**src/rtl/ib_pkg.sv**
```systemverilog
package ib_pkg;
    localparam int unsigned HOST_AW   = 4;
    localparam int unsigned BYTE_W    = 8;
    localparam int unsigned WORD_B    = 4;
    localparam int unsigned ADDR_B    = 2;
    localparam int unsigned WORD_W    = WORD_B * BYTE_W;
    localparam int unsigned IB_AW     = ADDR_B * BYTE_W;

    localparam logic [HOST_AW-1:0] OFF_WVAL0 = 4'd0;
    localparam logic [HOST_AW-1:0] OFF_WADR0 = 4'd4;
    localparam logic [HOST_AW-1:0] OFF_RADR0 = 4'd6;
    localparam logic [HOST_AW-1:0] OFF_CTRL  = 4'd8;
    localparam logic [HOST_AW-1:0] OFF_RVAL0 = 4'd9;

    localparam int unsigned CTRL_GO  = 0;
    localparam int unsigned CTRL_DIR = 1;

    typedef struct packed {
        logic [WORD_B-1:0][BYTE_W-1:0] wval;
        logic [ADDR_B-1:0][BYTE_W-1:0] wadr;
        logic [ADDR_B-1:0][BYTE_W-1:0] radr;
        logic [WORD_B-1:0][BYTE_W-1:0] rval;
    } stage_t;
endpackage

```
**src/rtl/ib_stage_regs.sv**
```systemverilog
module ib_stage_regs
    import ib_pkg::*;
(
    input  logic                 clk,
    input  logic                 rst_n,
    input  logic                 h_we,
    input  logic [HOST_AW-1:0]   h_addr,
    input  logic [BYTE_W-1:0]    h_wdata,
    output logic [BYTE_W-1:0]    h_rdata,
    input  logic                 busy_i,
    input  logic                 dir_i,
    input  logic                 done_i,
    input  logic [WORD_W-1:0]    rdata_i,
    output logic                 launch_o,
    output logic                 launch_dir_o,
    output logic [WORD_W-1:0]    wval_o,
    output logic [IB_AW-1:0]     wadr_o,
    output logic [IB_AW-1:0]     radr_o
);
    stage_t st_d, st_q;

    always_comb begin
        st_d         = st_q;
        launch_o     = 1'b0;
        launch_dir_o = h_wdata[CTRL_DIR];
        if (h_we && !busy_i) begin
            if (h_addr < OFF_WADR0) begin
                st_d.wval[h_addr[1:0]] = h_wdata;
            end else if (h_addr < OFF_RADR0) begin
                st_d.wadr[h_addr[0]] = h_wdata;
            end else if (h_addr < OFF_CTRL) begin
                st_d.radr[h_addr[0]] = h_wdata;
            end else if (h_addr == OFF_CTRL) begin
                launch_o = h_wdata[CTRL_GO];
            end
        end
        if (done_i && dir_i) begin
            st_d.rval = rdata_i;
        end
    end

    always_ff @(posedge clk or negedge rst_n) begin
        if (!rst_n) st_q <= '0;
        else        st_q <= st_d;
    end

    always_comb begin
        h_rdata = '0;
        if (h_addr < OFF_WADR0) begin
            h_rdata = st_q.wval[h_addr[1:0]];
        end else if (h_addr < OFF_RADR0) begin
            h_rdata = st_q.wadr[h_addr[0]];
        end else if (h_addr < OFF_CTRL) begin
            h_rdata = st_q.radr[h_addr[0]];
        end else if (h_addr == OFF_CTRL) begin
            h_rdata = {{(BYTE_W-2){1'b0}}, dir_i, busy_i};
        end else if (h_addr < OFF_RVAL0 + WORD_B) begin
            h_rdata = st_q.rval[2'(h_addr - OFF_RVAL0)];
        end
    end

    assign wval_o = st_q.wval;
    assign wadr_o = st_q.wadr;
    assign radr_o = st_q.radr;

    AST_STAGE_FROZEN: assert property (@(posedge clk) disable iff (!rst_n)
        (busy_i && h_we) |=> ($stable(st_q.wval) && $stable(st_q.wadr) && $stable(st_q.radr)));
    AST_RESULT_CAPTURE: assert property (@(posedge clk) disable iff (!rst_n)
        (done_i && dir_i) |=> (st_q.rval == $past(rdata_i)));
    AST_RESULT_HELD: assert property (@(posedge clk) disable iff (!rst_n)
        !(done_i && dir_i) |=> $stable(st_q.rval));
endmodule

```
**src/rtl/ib_access_seq.sv**
```systemverilog
module ib_access_seq #(
    parameter int unsigned LATENCY = 4
) (
    input  logic clk,
    input  logic rst_n,
    input  logic launch_i,
    input  logic launch_dir_i,
    output logic busy_o,
    output logic dir_o,
    output logic stb_o
);
    localparam int unsigned CW = (LATENCY > 1) ? $clog2(LATENCY) : 1;
    localparam logic [CW-1:0] LAST = CW'(LATENCY - 1);

    typedef struct packed {
        logic          busy;
        logic          dir;
        logic [CW-1:0] cnt;
    } seq_t;

    seq_t sq_d, sq_q;

    always_comb begin
        sq_d  = sq_q;
        stb_o = sq_q.busy && (sq_q.cnt == LAST);
        if (sq_q.busy) begin
            if (stb_o) begin
                sq_d.busy = 1'b0;
                sq_d.cnt  = '0;
            end else begin
                sq_d.cnt  = sq_q.cnt + 1'b1;
            end
        end else if (launch_i) begin
            sq_d.busy = 1'b1;
            sq_d.dir  = launch_dir_i;
            sq_d.cnt  = '0;
        end
    end

    always_ff @(posedge clk or negedge rst_n) begin
        if (!rst_n) sq_q <= '0;
        else        sq_q <= sq_d;
    end

    assign busy_o = sq_q.busy;
    assign dir_o  = sq_q.dir;

    AST_GO_SETS_BUSY: assert property (@(posedge clk) disable iff (!rst_n)
        (launch_i && !busy_o) |=> busy_o);
    AST_ONE_STROBE: assert property (@(posedge clk) disable iff (!rst_n)
        stb_o |=> (!busy_o && !stb_o));
    AST_IDLE_STAYS: assert property (@(posedge clk) disable iff (!rst_n)
        (!busy_o && !launch_i) |=> (!busy_o && $stable(dir_o)));
endmodule

```
**src/rtl/ind_bridge.sv**
```systemverilog
module ind_bridge
    import ib_pkg::*;
#(
    parameter int unsigned LATENCY = 4
) (
    input  logic        clk,
    input  logic        rst_n,
    input  logic        h_we,
    input  logic [3:0]  h_addr,
    input  logic [7:0]  h_wdata,
    output logic [7:0]  h_rdata,
    output logic        ib_stb,
    output logic        ib_we,
    output logic [15:0] ib_addr,
    output logic [31:0] ib_wdata,
    input  logic [31:0] ib_rdata
);
    logic              busy, dir, launch, launch_dir;
    logic [IB_AW-1:0]  wadr, radr;

    ib_stage_regs u_stage (
        .clk          (clk),
        .rst_n        (rst_n),
        .h_we         (h_we),
        .h_addr       (h_addr),
        .h_wdata      (h_wdata),
        .h_rdata      (h_rdata),
        .busy_i       (busy),
        .dir_i        (dir),
        .done_i       (ib_stb),
        .rdata_i      (ib_rdata),
        .launch_o     (launch),
        .launch_dir_o (launch_dir),
        .wval_o       (ib_wdata),
        .wadr_o       (wadr),
        .radr_o       (radr)
    );

    ib_access_seq #(.LATENCY(LATENCY)) u_seq (
        .clk          (clk),
        .rst_n        (rst_n),
        .launch_i     (launch),
        .launch_dir_i (launch_dir),
        .busy_o       (busy),
        .dir_o        (dir),
        .stb_o        (ib_stb)
    );

    assign ib_we   = ib_stb && !dir;
    assign ib_addr = dir ? radr : wadr;

    AST_STB_ONLY_BUSY: assert property (@(posedge clk) disable iff (!rst_n)
        ib_stb |-> busy);
endmodule

```
**config.mk**
```make
export PLATFORM = sky130hd
export DESIGN_NAME = ind_bridge
export DESIGN_NICKNAME = d
export VERILOG_FILES = /design/src/rtl/ib_pkg.sv /design/src/rtl/ib_stage_regs.sv /design/src/rtl/ib_access_seq.sv /design/src/rtl/ind_bridge.sv
export SDC_FILE = /design/constraint.sdc
export NUM_CORES = 1
export LEC_CHECK = 0
export ABC_AREA = 1
export ABC_CLOCK_PERIOD_IN_PS = 2180
export BUFFER_PORTS_ARGS = -buffer_cell sky130_fd_sc_hd__buf_4
export CORE_ASPECT_RATIO = 0.6
export CORE_MARGIN = 3
export CORE_UTILIZATION = 56
export DETAILED_ROUTE_END_ITERATION = 7
export PLACE_DENSITY_LB_ADDON = 0.2
export SYNTH_ARGS = -nofsm -noshare
export SYNTH_HDL_FRONTEND = slang
export SYNTH_SLANG_ARGS = --single-unit
```
**constraint.sdc**
```tcl
create_clock -name clk -period 2.18 [get_ports clk]
set_input_delay 0.109 -clock clk [delete_from_list [all_inputs] [get_ports clk]]
set_output_delay 0.109 -clock clk [all_outputs]
set_load 0.01 [all_outputs]
```
==> flow_metrics.tcl <==
set metrics [dict create \
    r2r-end "u_stage.radr_o[4]" \
    hold_viol_final 0 \
    dieArea_mm2 0.0111 \
    synthSimpleGateAreaFrac_pct 24.2 \
    fin_setup_tns_ns 0 \
    start_util_pct 58.8 \
    worst_ep_arrival_time_ns 1.81 \
    die_h_um 82.9 \
    grt_util_all_layers_pct 26.7 \
    finalPower_uw 7190 \
    die_x_um 134 \
    layout_min_cycle_time_ns 1.92 \
    final_common_cell "nand2_1" \
    ys_seq_area_share_pct 45.3 \
    fin_cells 898 \
    hpwlAfterDp_um 10600 \
    grt_pass1_vias 4360 \
    path_class "reg2out" \
    status "complete, no violations" \
    p_leak_uw 0.00341 \
    ios 105 \
    clock_latency_ns 0.35 \
    rsz0062_at_grt "no" \
    synth_xor_area_share_pct 0 \
    antenna_left 0 \
    slew-limit-headroom_pct 65.3 \
    route.detailed.drc 0 \
    max_clock_freq_mhz 522 \
    synth_top_family_by_area "simple AND/OR/NAND/NOR gates" \
    yosysUniqueCellTypes 27 \
    clkTransAtPathRegs_ns 0.07 \
    hp-start "ib_rdata[31]" \
    via_per_inst 5.23 \
    clk_path_buf_depth 2 \
    finalSetupViolations 0 \
    rrSetupSlack_ns 0.62 \
    areaGrowthSynthToFinish_pct 16.1 \
    yosysWarningCount 0 \
    r2r_cells 6 \
    synth_mux_area_share_pct 2.65 \
    postSynthCellCount 703 \
    endpoint_kind "output port" \
    rr_startpoint "u_seq.busy_o" \
    synth_compound_area_share_pct 12.8 \
    drv_cap 0 \
    worstHoldPathCells 3 \
    start_kind "flip-flop" \
    synthesis.nets 755 \
    postCtsSetupRepairBufs 0 \
    vias 4694 \
    row_count 27 \
    drt_iter0_drc 423 \
    synth_fa_ha_area_share_pct 1.13 \
    hp-class "in2reg" \
    dpl_worst_slack_ns 0.458 \
    insertedDiodeCount 0 \
    wl_um 14400 \
    grt_overflow 0 \
    portBuffers 104 \
    gp_congestion 0.859 \
    clock-sinks 100 \
    core-area_mm2 0.00939 \
    grt_first_pass_wirelength_um 23400 \
    syn_area_mm2 0.00552 \
    grt_max_degree 77 \
    final_core_util_pct 68.3 \
    slew_violations 0 \
    antenna_found_initial 0 \
    htree_levels 3 \
    setup_ws_ns 0.263 \
    layout.nets 816 \
    avgRoutedWirePerCell_um 16.0 \
    peakVddDrop_mv 0.714 \
    ys_seq_elements 100 \
    cts-buffers-inserted 9 \
    skew_ns 0.00450 \
    root_buffer "clkbuf_16" \
    dp.cells 882 \
    critPathRequiredTime_ns 2.07 \
    drt-pass1-iter-count 5 \
    worst_pin_slew_ns 0.520 \
    avgSynthCellArea_um2 7.86 \
    drive_gt1_share_pct 23.7 \
    worstHoldEndpoint "u_stage.st_q[31]" \
    power_density_mw_per_mm2 1120 \
    mostFrequentLayoutCells "194 x nand2_1, 110 x buf_4, 100 x dfrtp_1, 82 x inv_1, 55 x nor2_1" \
    path_max_fanout 14 \
    cts_tree "yes" \
    fin_crit_sh_pct 87.9 \
]
## synth_stat cells, drive strengths merged
cell type  instances  share of area [%]
inv               86                5.8
nor2              58                4.6
nand4              1               0.11
o21ai             73                7.7
a21oi             52                4.9
bufinv             1               0.32
o211ai             1               0.14
clkbuf             6               0.41
buf               57                7.4
or2                1               0.11
ha                 5                1.1
nand2            210                 16
mux2              13                2.7
nor3               1               0.18
dfrtp            100                 45
nand3             38                3.4
## logic make-up (layout without fill, tap and decap cells)
logic type,count (synthesis),in the layout
AO/OA/AOI/OAI,126,126
multiplexers,13,13
adder cells (fa/ha/maj),5,5
AND/OR/NAND/NOR,309,309
buffers and inverters,150,215
flip-flops,100,100
## repair_timing
| action | CTS | global route |
|---|---|---|
| hold endpoints to repair | 24 | 0 |
| hold buffers | 1 | 0 |
| gates resized for setup | 0 | 0 |
## worst max-delay path by stage
stage	start	endpoint	slack [ns]	depth (start not counted)
detailed placement	h_addr[1]	h_rdata[5]	0.46	12
global placement	h_addr[1]	h_rdata[2]	0.50	12
floorplan	h_addr[0]	h_rdata[7]	0.40	13
CTS	u_seq.dir_o	ib_addr[3]	0.27	3
global route	u_seq.dir_o	ib_addr[3]	0.18	3
finish	u_seq.dir_o	ib_addr[3]	0.26	3
## power by group
group          internal (uW)  switching, uW  leakage [uW]  total (uW)
sequential              2540            498       0.00123        3040
combinational           1210           1420       0.00205        2630
clock                    830            679      0.000127        1510
## metal layers
metal	global-route usage (%)	routed length, um
met1	43.6	7090
met2	35.2	5880
met3	5.93	1200
met4	7.02	229
met5	0	0
## worst max-delay path: stages, from the launching register on
cell and delay [ns]:
dfrtp_1 0.60, buf_4 0.30, mux2_2 0.40, buf_4 0.15
## state kept, by name, summed over array words and instances (netlist names)
signal	count
u_stage.wadr_o	16
u_stage.radr_o	16
u_seq.busy_o	1
u_stage.wval_o	32
u_seq.sq_q	2
u_seq.dir_o	1
u_stage.st_q	32
## final cells by class
cell class	instances	area [um2]
multi-input combinational	453	2250
sequential	100	2500
clock buffer	12	256
clock inverter	3	22.5
fill	803	2980
timing repair buffer	113	876
tap	130	163
inverter	87	340
## metrics by stage
step | cell area, um2 | hold slack [ns]
CTS | 6410 | 0.00403
global route | 6410 | 0.0107
floorplan | 5520 | -0.187
finish | 6410 | 0.00516
detailed placement | 6120 | 0.0322
global placement | 6120 | 0.0274
(Power assumes the default switching activity.)
